<file path="src/rtl/tlb_pkg.sv">
// Package: shared widths and the stored entry layout for the translation buffer.
// Assumes byte addressing with a fixed page size of 2**TLB_OFF_W bytes.
package tlb_pkg;
    localparam int TLB_VA_W  = 32;
    localparam int TLB_PA_W  = 32;
    localparam int TLB_OFF_W = 12;
    localparam int TLB_VPN_W = TLB_VA_W - TLB_OFF_W;
    localparam int TLB_PPN_W = TLB_PA_W - TLB_OFF_W;

    typedef struct packed {
        logic                 valid;
        logic                 user_ok;
        logic                 write_ok;
        logic [TLB_VPN_W-1:0] vpn;
        logic [TLB_PPN_W-1:0] ppn;
    } tlb_entry_t;
endpackage

</file>
<file path="src/rtl/tlb_entry_array.sv">
// Module: the entry storage and parallel tag comparators.
// Produces two match vectors (lookup tag and refill tag) and the OR of the
// entries hit by the lookup tag. Assumes at most one entry holds a given tag,
// which the top guarantees by overwriting in place.
module tlb_entry_array
    import tlb_pkg::*;
#(
    parameter int ENTRIES = 32,
    localparam int IDX_W  = $clog2(ENTRIES)
) (
    input  logic                 clk,
    input  logic                 rst_n,
    input  logic                 clear,
    input  logic                 wr_en,
    input  logic [IDX_W-1:0]     wr_idx,
    input  tlb_entry_t           wr_ent,
    input  logic [TLB_VPN_W-1:0] lk_vpn,
    input  logic [TLB_VPN_W-1:0] fl_vpn,
    output logic [ENTRIES-1:0]   lk_match,
    output logic [ENTRIES-1:0]   fl_match,
    output tlb_entry_t           lk_ent
);
    tlb_entry_t masked [ENTRIES];

    for (genvar i = 0; i < ENTRIES; i++) begin : g_ent
        tlb_entry_t ent_q;

        // Hold one translation; cleared by reset or global invalidate.
        always_ff @(posedge clk) begin
            if (!rst_n || clear)
                ent_q <= '0;
            else if (wr_en && wr_idx == IDX_W'(i))
                ent_q <= wr_ent;
        end

        assign lk_match[i] = ent_q.valid && (ent_q.vpn == lk_vpn);
        assign fl_match[i] = ent_q.valid && (ent_q.vpn == fl_vpn);
        assign masked[i]   = lk_match[i] ? ent_q : '0;
    end

    // Merge the matching entries into one read-out word.
    always_comb begin
        lk_ent = '0;
        for (int i = 0; i < ENTRIES; i++)
            lk_ent = lk_ent | masked[i];
    end
endmodule

</file>
<file path="src/rtl/tlb_victim_sel.sv">
// Module: chooses the slot a new refill replaces.
// RANDOM_REPL=0 gives a wrapping FIFO pointer; otherwise a 16-bit LFSR,
// stepped on each allocation, folded into the index range. Both rewind on clear.
module tlb_victim_sel #(
    parameter int ENTRIES     = 32,
    parameter int RANDOM_REPL = 0,
    localparam int IDX_W      = $clog2(ENTRIES)
) (
    input  logic             clk,
    input  logic             rst_n,
    input  logic             clear,
    input  logic             advance,
    output logic [IDX_W-1:0] victim
);
    if (RANDOM_REPL == 0) begin : g_fifo
        logic [IDX_W-1:0] ptr_q;

        // Step the FIFO pointer after each new allocation, wrapping at the end.
        always_ff @(posedge clk) begin
            if (!rst_n || clear)
                ptr_q <= '0;
            else if (advance)
                ptr_q <= (ptr_q == IDX_W'(ENTRIES - 1)) ? '0 : ptr_q + 1'b1;
        end
        assign victim = ptr_q;
    end else begin : g_rand
        logic [15:0]    lfsr_q;
        logic [IDX_W:0] raw;

        // Step the pseudo-random sequence after each new allocation.
        always_ff @(posedge clk) begin
            if (!rst_n || clear)
                lfsr_q <= 16'hACE1;
            else if (advance)
                lfsr_q <= {lfsr_q[14:0], lfsr_q[15] ^ lfsr_q[13] ^ lfsr_q[12] ^ lfsr_q[10]};
        end
        assign raw    = {1'b0, lfsr_q[IDX_W-1:0]};
        assign victim = (raw >= (IDX_W+1)'(ENTRIES)) ? IDX_W'(raw - (IDX_W+1)'(ENTRIES))
                                                     : raw[IDX_W-1:0];
    end
endmodule

</file>
<file path="src/rtl/tlb_perm_check.sv">
// Module: permission decision for one matched entry.
// User mode needs the user-accessible flag; any write needs the writable flag.
// Kernel reads are always allowed.
module tlb_perm_check (
    input  logic user_ok,
    input  logic write_ok,
    input  logic is_user,
    input  logic is_write,
    output logic deny
);
    assign deny = (is_user && !user_ok) || (is_write && !write_ok);
endmodule

</file>
<file path="src/rtl/tlb_xlate.sv">
// Module: top of the fully associative translation buffer.
// Combinational lookup with permission check; refills install at the clock
// edge, overwriting a matching tag or else the victim slot. Invalidate wins
// over a same-cycle refill. Assumes ENTRIES >= 2.
module tlb_xlate
    import tlb_pkg::*;
#(
    parameter int ENTRIES     = 32,
    parameter int RANDOM_REPL = 0
) (
    input  logic                 clk,
    input  logic                 rst_n,
    input  logic                 lk_valid,
    input  logic [TLB_VA_W-1:0]  lk_vaddr,
    input  logic                 lk_write,
    input  logic                 lk_user,
    output logic                 hit,
    output logic [TLB_PA_W-1:0]  paddr,
    output logic                 prot_fault,
    output logic                 miss_req,
    output logic [TLB_VPN_W-1:0] miss_vpn,
    input  logic                 fill_valid,
    input  logic [TLB_VPN_W-1:0] fill_vpn,
    input  logic [TLB_PPN_W-1:0] fill_ppn,
    input  logic                 fill_user_ok,
    input  logic                 fill_write_ok,
    input  logic                 inval_all
);
    localparam int IDX_W = $clog2(ENTRIES);

    logic [TLB_VPN_W-1:0] lk_vpn;
    logic [ENTRIES-1:0]   lk_match, fl_match;
    tlb_entry_t           lk_ent, wr_ent;
    logic [IDX_W-1:0]     victim, match_idx, wr_idx;
    logic                 fl_present, do_fill, deny, any_match;

    assign lk_vpn = lk_vaddr[TLB_VA_W-1:TLB_OFF_W];

    tlb_entry_array #(.ENTRIES(ENTRIES)) u_array (
        .clk      (clk),
        .rst_n    (rst_n),
        .clear    (inval_all),
        .wr_en    (do_fill),
        .wr_idx   (wr_idx),
        .wr_ent   (wr_ent),
        .lk_vpn   (lk_vpn),
        .fl_vpn   (fill_vpn),
        .lk_match (lk_match),
        .fl_match (fl_match),
        .lk_ent   (lk_ent)
    );

    tlb_victim_sel #(.ENTRIES(ENTRIES), .RANDOM_REPL(RANDOM_REPL)) u_victim (
        .clk     (clk),
        .rst_n   (rst_n),
        .clear   (inval_all),
        .advance (do_fill && !fl_present),
        .victim  (victim)
    );

    tlb_perm_check u_perm (
        .user_ok  (lk_ent.user_ok),
        .write_ok (lk_ent.write_ok),
        .is_user  (lk_user),
        .is_write (lk_write),
        .deny     (deny)
    );

    // Encode the slot already holding the refill tag, if any.
    always_comb begin
        match_idx = '0;
        for (int i = 0; i < ENTRIES; i++)
            if (fl_match[i]) match_idx = IDX_W'(i);
    end

    assign fl_present = |fl_match;
    assign do_fill    = fill_valid && !inval_all;
    assign wr_idx     = fl_present ? match_idx : victim;

    // Assemble the entry to be written from the refill inputs.
    always_comb begin
        wr_ent          = '0;
        wr_ent.valid    = 1'b1;
        wr_ent.user_ok  = fill_user_ok;
        wr_ent.write_ok = fill_write_ok;
        wr_ent.vpn      = fill_vpn;
        wr_ent.ppn      = fill_ppn;
    end

    assign any_match  = |lk_match;
    assign hit        = lk_valid && any_match && !deny;
    assign prot_fault = lk_valid && any_match && deny;
    assign miss_req   = lk_valid && !any_match;
    assign miss_vpn   = lk_vpn;
    assign paddr      = {lk_ent.ppn, lk_vaddr[TLB_OFF_W-1:0]};
endmodule

</file>
<file path="config.mk">
export PLATFORM = sky130hd
export DESIGN_NAME = tlb_xlate
export DESIGN_NICKNAME = d
export VERILOG_FILES = /design/src/rtl/tlb_pkg.sv /design/src/rtl/tlb_entry_array.sv /design/src/rtl/tlb_victim_sel.sv /design/src/rtl/tlb_perm_check.sv /design/src/rtl/tlb_xlate.sv
export SDC_FILE = /design/constraint.sdc
export NUM_CORES = 2
export LEC_CHECK = 0
export BUFFER_PORTS_ARGS = -buffer_cell sky130_fd_sc_hd__buf_4
export CAP_MARGIN = 20
export CORE_MARGIN = 2
export CORE_UTILIZATION = 30
export DETAILED_ROUTE_END_ITERATION = 7
export GPL_TIMING_DRIVEN = 1
export PLACE_DENSITY_LB_ADDON = 0.05
export SETUP_SLACK_MARGIN = 0.2
export SLEW_MARGIN = 5
export SYNTH_ARGS = -nofsm -noshare
export SYNTH_HDL_FRONTEND = slang
export SYNTH_HIERARCHICAL = 1
export SYNTH_SLANG_ARGS = --single-unit
</file>
<file path="constraint.sdc">
create_clock -name clk -period 8.7 [get_ports clk]
set_input_delay 1.305 -clock clk [delete_from_list [all_inputs] [get_ports clk]]
set_output_delay 1.305 -clock clk [all_outputs]
set_load 0.05 [all_outputs]
</file>
== After elaboration in Yosys (flattened, before gate mapping) ==
Cells that the tools add are included.

* $add $sub $neg: 1
* Equality and inequality tests: 96
* Mux-type cells: 65
* Bitwise logic cells: 31
* Reductions and logical operators: 116

{| class="wikitable"
|+ Operators with widths
! operator !! number
|-
| $mux W42 || 32
|-
| $or A42 B42 Y42 || 31
|-
| $eq A20 B20 Y1 || 64
|-
| $mux W5 || 32
|-
| $logic_and A1 B1 Y1 || 104
|-
| $eq A5 B5 Y1 const B || 17
|-
| $reduce_or A32 Y1 || 2
|-
| $eq A5 B4 Y1 const B || 8
|-
| $eq A5 B3 Y1 const B || 4
|-
| $eq A5 B2 Y1 const B || 2
|-
| $logic_not A1 Y1 || 7
|-
| $add A5 B1 Y5 const B || 1
|-
| $eq A5 B1 Y1 const B || 1
|-
| $logic_not A5 Y1 || 1
|-
| $logic_or A1 B1 Y1 || 2
|-
| $mux W1 || 1
|}

* Register bits: 1,381
* Input bits: 81
* Output and inout port bits: 55
* Logic and storage cells: 470

== Depth between registers and ports, before layout ==
* Depth after elaboration: 39
* Mapped depth: 19
* Mapped depth without buffers: 14

== Cells and area by module ==
Netlist, hierarchy kept.

{| class="wikitable"
|+ Modules (own cells, without submodules)
! module !! times used !! cells each !! area each (µm²) !! sequential area each (µm²)
|-
| tlb_entry_array || 1 || 10,180 || 72,978.7 || 27,546.4
|-
| tlb_xlate || 1 || 120 || 749.5 || 0.0
|-
| tlb_victim_sel || 1 || 23 || 256.5 || 100.1
|-
| tlb_perm_check || 1 || 3 || 20.0 || 0.0
|}

== Worst setup path after synthesis ==
No wires, ideal clock.

* Path type: input -> register
* Start: in fill_vpn[8]
* End: reg u_array/g_ent[20].ent_q[0] (netlist name)
* Setup time: 70 ps
* Arrival: 5,880 ps
* Data required time: 8,630 ps
* Slack: 2,750 ps
* Stages on the path: 19
* Buffers on the path: 6
* Cell sequence: clkbuf_1 -> clkbuf_1 -> buf_1 -> xnor2_1 -> nand4_1 -> nor4_1 -> nor4_1 -> o21ai_1 -> a21boi_1 -> or4b_1 -> a41oi_1 -> nand2b_1 -> clkbuf_1 -> or2_2 -> clkbuf_1 -> nor3_1 -> clkbuf_1 -> nand2_1 -> a21oi_1

* Elaborated cells on any way between the ends: 99
* Classes of those cells: eq/ne (33); mux (32); reduce/logical (34)

{| class="wikitable"
|+ RTL lines
! what !! line !! source
|-
| from (decl) || tlb_xlate.sv:23 || <nowiki>input logic [TLB_VPN_W-1:0] fill_vpn,</nowiki>
|-
| $eq A20 B20 Y1 * || tlb_entry_array.sv:37 || <nowiki>assign fl_match[i] = ent_q.valid && (ent_q.vpn == fl_vpn);</nowiki>
|-
| $logic_and A1 B1 Y1 * || tlb_entry_array.sv:37 ||
|-
| via fl_match[6] || tlb_xlate.sv:32 || <nowiki>logic [ENTRIES-1:0] lk_match, fl_match;</nowiki>
|-
| $mux W5 (26 in series) || tlb_xlate.sv:73 || <nowiki>if (fl_match[i]) match_idx = IDX_W'(i);</nowiki>
|-
| $mux W5 * || tlb_xlate.sv:78 || <nowiki>assign wr_idx = fl_present ? match_idx : victim;</nowiki>
|-
| via wr_idx[2] || tlb_xlate.sv:34 || <nowiki>logic [IDX_W-1:0] victim, match_idx, wr_idx;</nowiki>
|-
| $eq A5 B5 Y1 * || tlb_entry_array.sv:32 || <nowiki>else if (wr_en && wr_idx == IDX_W'(i))</nowiki>
|-
| $logic_and A1 B1 Y1 * || tlb_entry_array.sv:32 ||
|-
| to (signal assigned) || tlb_entry_array.sv:33 || <nowiki>ent_q <= wr_ent;</nowiki>
|-
| to (decl) || tlb_entry_array.sv:26 || <nowiki>tlb_entry_t ent_q;</nowiki>
|}

Mark *: on every way through the listed nets, which the timed path passes. The rest lies on a longest branch.
A chain may end at the register's enable or synchronous reset.

== Worst setup path in the final report ==
* Start: in lk_vaddr[21]
* End: out paddr[20]

* Word-level cells in the longest chain between the ends: 34
* Elaborated cells on any way between the ends: 127
* Classes of those cells: eq/ne (32); mux (32); bitwise (31); reduce/logical (32)

{| class="wikitable"
|+ Ends and longest elaborated chain
! what !! line !! source
|-
| from (decl) || tlb_xlate.sv:14 || <nowiki>input logic [TLB_VA_W-1:0] lk_vaddr,</nowiki>
|-
| $eq A20 B20 Y1 || tlb_entry_array.sv:36 || <nowiki>assign lk_match[i] = ent_q.valid && (ent_q.vpn == lk_vpn);</nowiki>
|-
| $logic_and A1 B1 Y1 || tlb_entry_array.sv:36 ||
|-
| $mux W42 || tlb_entry_array.sv:38 || <nowiki>assign masked[i] = lk_match[i] ? ent_q : '0;</nowiki>
|-
| $or A42 B42 Y42 (30 in series) || tlb_entry_array.sv:45 || <nowiki>lk_ent = lk_ent | masked[i];</nowiki>
|-
| $or A42 B42 Y42 * || tlb_entry_array.sv:45 ||
|-
| to (decl) || tlb_xlate.sv:18 || <nowiki>output logic [TLB_PA_W-1:0] paddr,</nowiki>
|}

Mark *: on every way between the ends. The rest lies on a longest branch, timed or not.

==> reports/qor.txt <==
Max-cap viol count: 0
WL final: 337 mm
Buffers on Ports: 111
Syn avg cell area: 7.36 sq um
Placed cell areas: 0.0729 sq mm
Share of layout cells above drive strength 1: 0.0856
CTS tree: done
H-tree depth: 4
Status: complete, no violations
Die H: 484 um
Syn Std Cell Area: 0.0691 sq mm
CP max FO: 22
DRC: 0
Syn Inst Count: 9385
Vias in the first global route: 62.2k
Worst-path clk slew: 60 ps
Min Hold Slack: 453 ps
Max frequency: 0.148 GHz
Tcrit/Tclk final: 0.779
Grt ovf: 0
Final Max Tran Viols: 0
Hold buffers post-CTS: 0
Clock Skew: 50.7 ps
Final non-filler cell area: 0.0785 sq mm
CTS max path bufs: 3
CP Launch Type: input pin
First-pass GRT wire length: 476 mm
Hold Vio Cnt, Final: 0
Die width: 484 um
Vias: 65.0k
GRT Overall Usage: 0.277
Final Wtd Congestion: 0.840
Worst Max-Slew Pin Slew: 1130 ps
Initial antenna violation count: 10
# rows: 176
Io pins: 136
Pwr per Cell Area: 186 mW/mm^2
PostCTS Resize Cnt: 0
Area of the core: 0.229 sq mm
Setup CP Type: in2out
Fin crit period: 6780 ps
Post-route ant nets: 0
CTS root buffer: clkbuf_16
Initial drt markers: 6254
Num CTS Buffers: 172
Critical Path AT: 5470 ps
VDD IR max: 0.160 mV
Clk Latency, worst-skew pair: 850 ps
CTS Sinks: 1381
Req. time, crit path: 7390 ps
Routed WL per cell: 27.7 um
Post-CTS Setup Repair Bufs: 0
Hpwl dp: 204 mm
Area growth, synth to finish: 13.6%
Pleak: 0.0241 uW
RSZ-0062 raised after global routing: false
Setup TNS: 0 ps
Hold Crit Class: reg2reg
Largest net degree at the start of global routing: 174
Drt pass-1 iters: 6
Nets: 9084
Vias per Instance: 5.34
Slew HR: 0.247
Setup violators final: 0
Die area: 0.234 sq mm
Starting Density: 0.301
Worst Setup End Kind: primary output
Yosys warning count: 6
## critical path: stages
cell	delay (ps)
buf_4	670
buf_4	460
xor2_1	170
nor4_1	60
and3_1	530
nand3_1	250
nand4_1	270
nor4_1	880
nand2_1	420
buf_4	320
## worst paths after layout
check,cells past startpoint,to,slack (ps),from
worst min register to register,2,u_array/g_ent[29].ent_q[7],450,u_array/g_ent[29].ent_q[7]
worst max-delay path,10,paddr[20],1920,lk_vaddr[21]
worst min-delay path,2,u_array/g_ent[29].ent_q[7],450,u_array/g_ent[29].ent_q[7]
worst max register to register,16,u_array/g_ent[20].ent_q[14],2900,u_array/g_ent[7].ent_q[27]
## per-stage QoR
stage               total power [uW]  cells  utilization  setup WS, ps
finish                         14600  12165        0.342          1920
global route                   15100  12163        0.342          1760
CTS                            14800  12159        0.342          1800
detailed placement              7510  11851        0.318          1310
global placement                7520  11850        0.318          1380
floorplan                       7080   9389            -          2750
## cells in the final DEF, fill, tap and decap left out, drive strengths merged, types with 222 or more instances in the layout
cell type	count
nand2	2814
a21oi	1383
dfxtp	1381
xnor2	896
nand3	746
buf	405
nand4	396
xor2	384
clkbuf	273
nor4	222
## sequential cells by signal, summed over array words and instances, names as in the netlist
register and flops:
u_victim/victim 5, u_array/g_ent.ent_q 1376
## cell type report
cell class	instances	area [sq um]
fillers	24303	151000
multi-input cells	7027	38100
flip-flops and latches	1381	27600
clock buffers	271	5140
well taps	3026	3790
repair buffers	407	3390
clock inverters	37	432
inverters	12	45.0
diodes	4	10.0
## power by group
part / switching [uW] / internal [uW]
sequential: 4.58 / 6330
clock: 3060 / 4190
combinational: 788 / 266
## metal layers
layer	GRT usage	wire length, um
met1	0.387	156000
met2	0.446	153000
met3	0.0304	17400
met4	0.0839	10100
met5	0	12
(Power assumes the default switching activity.)
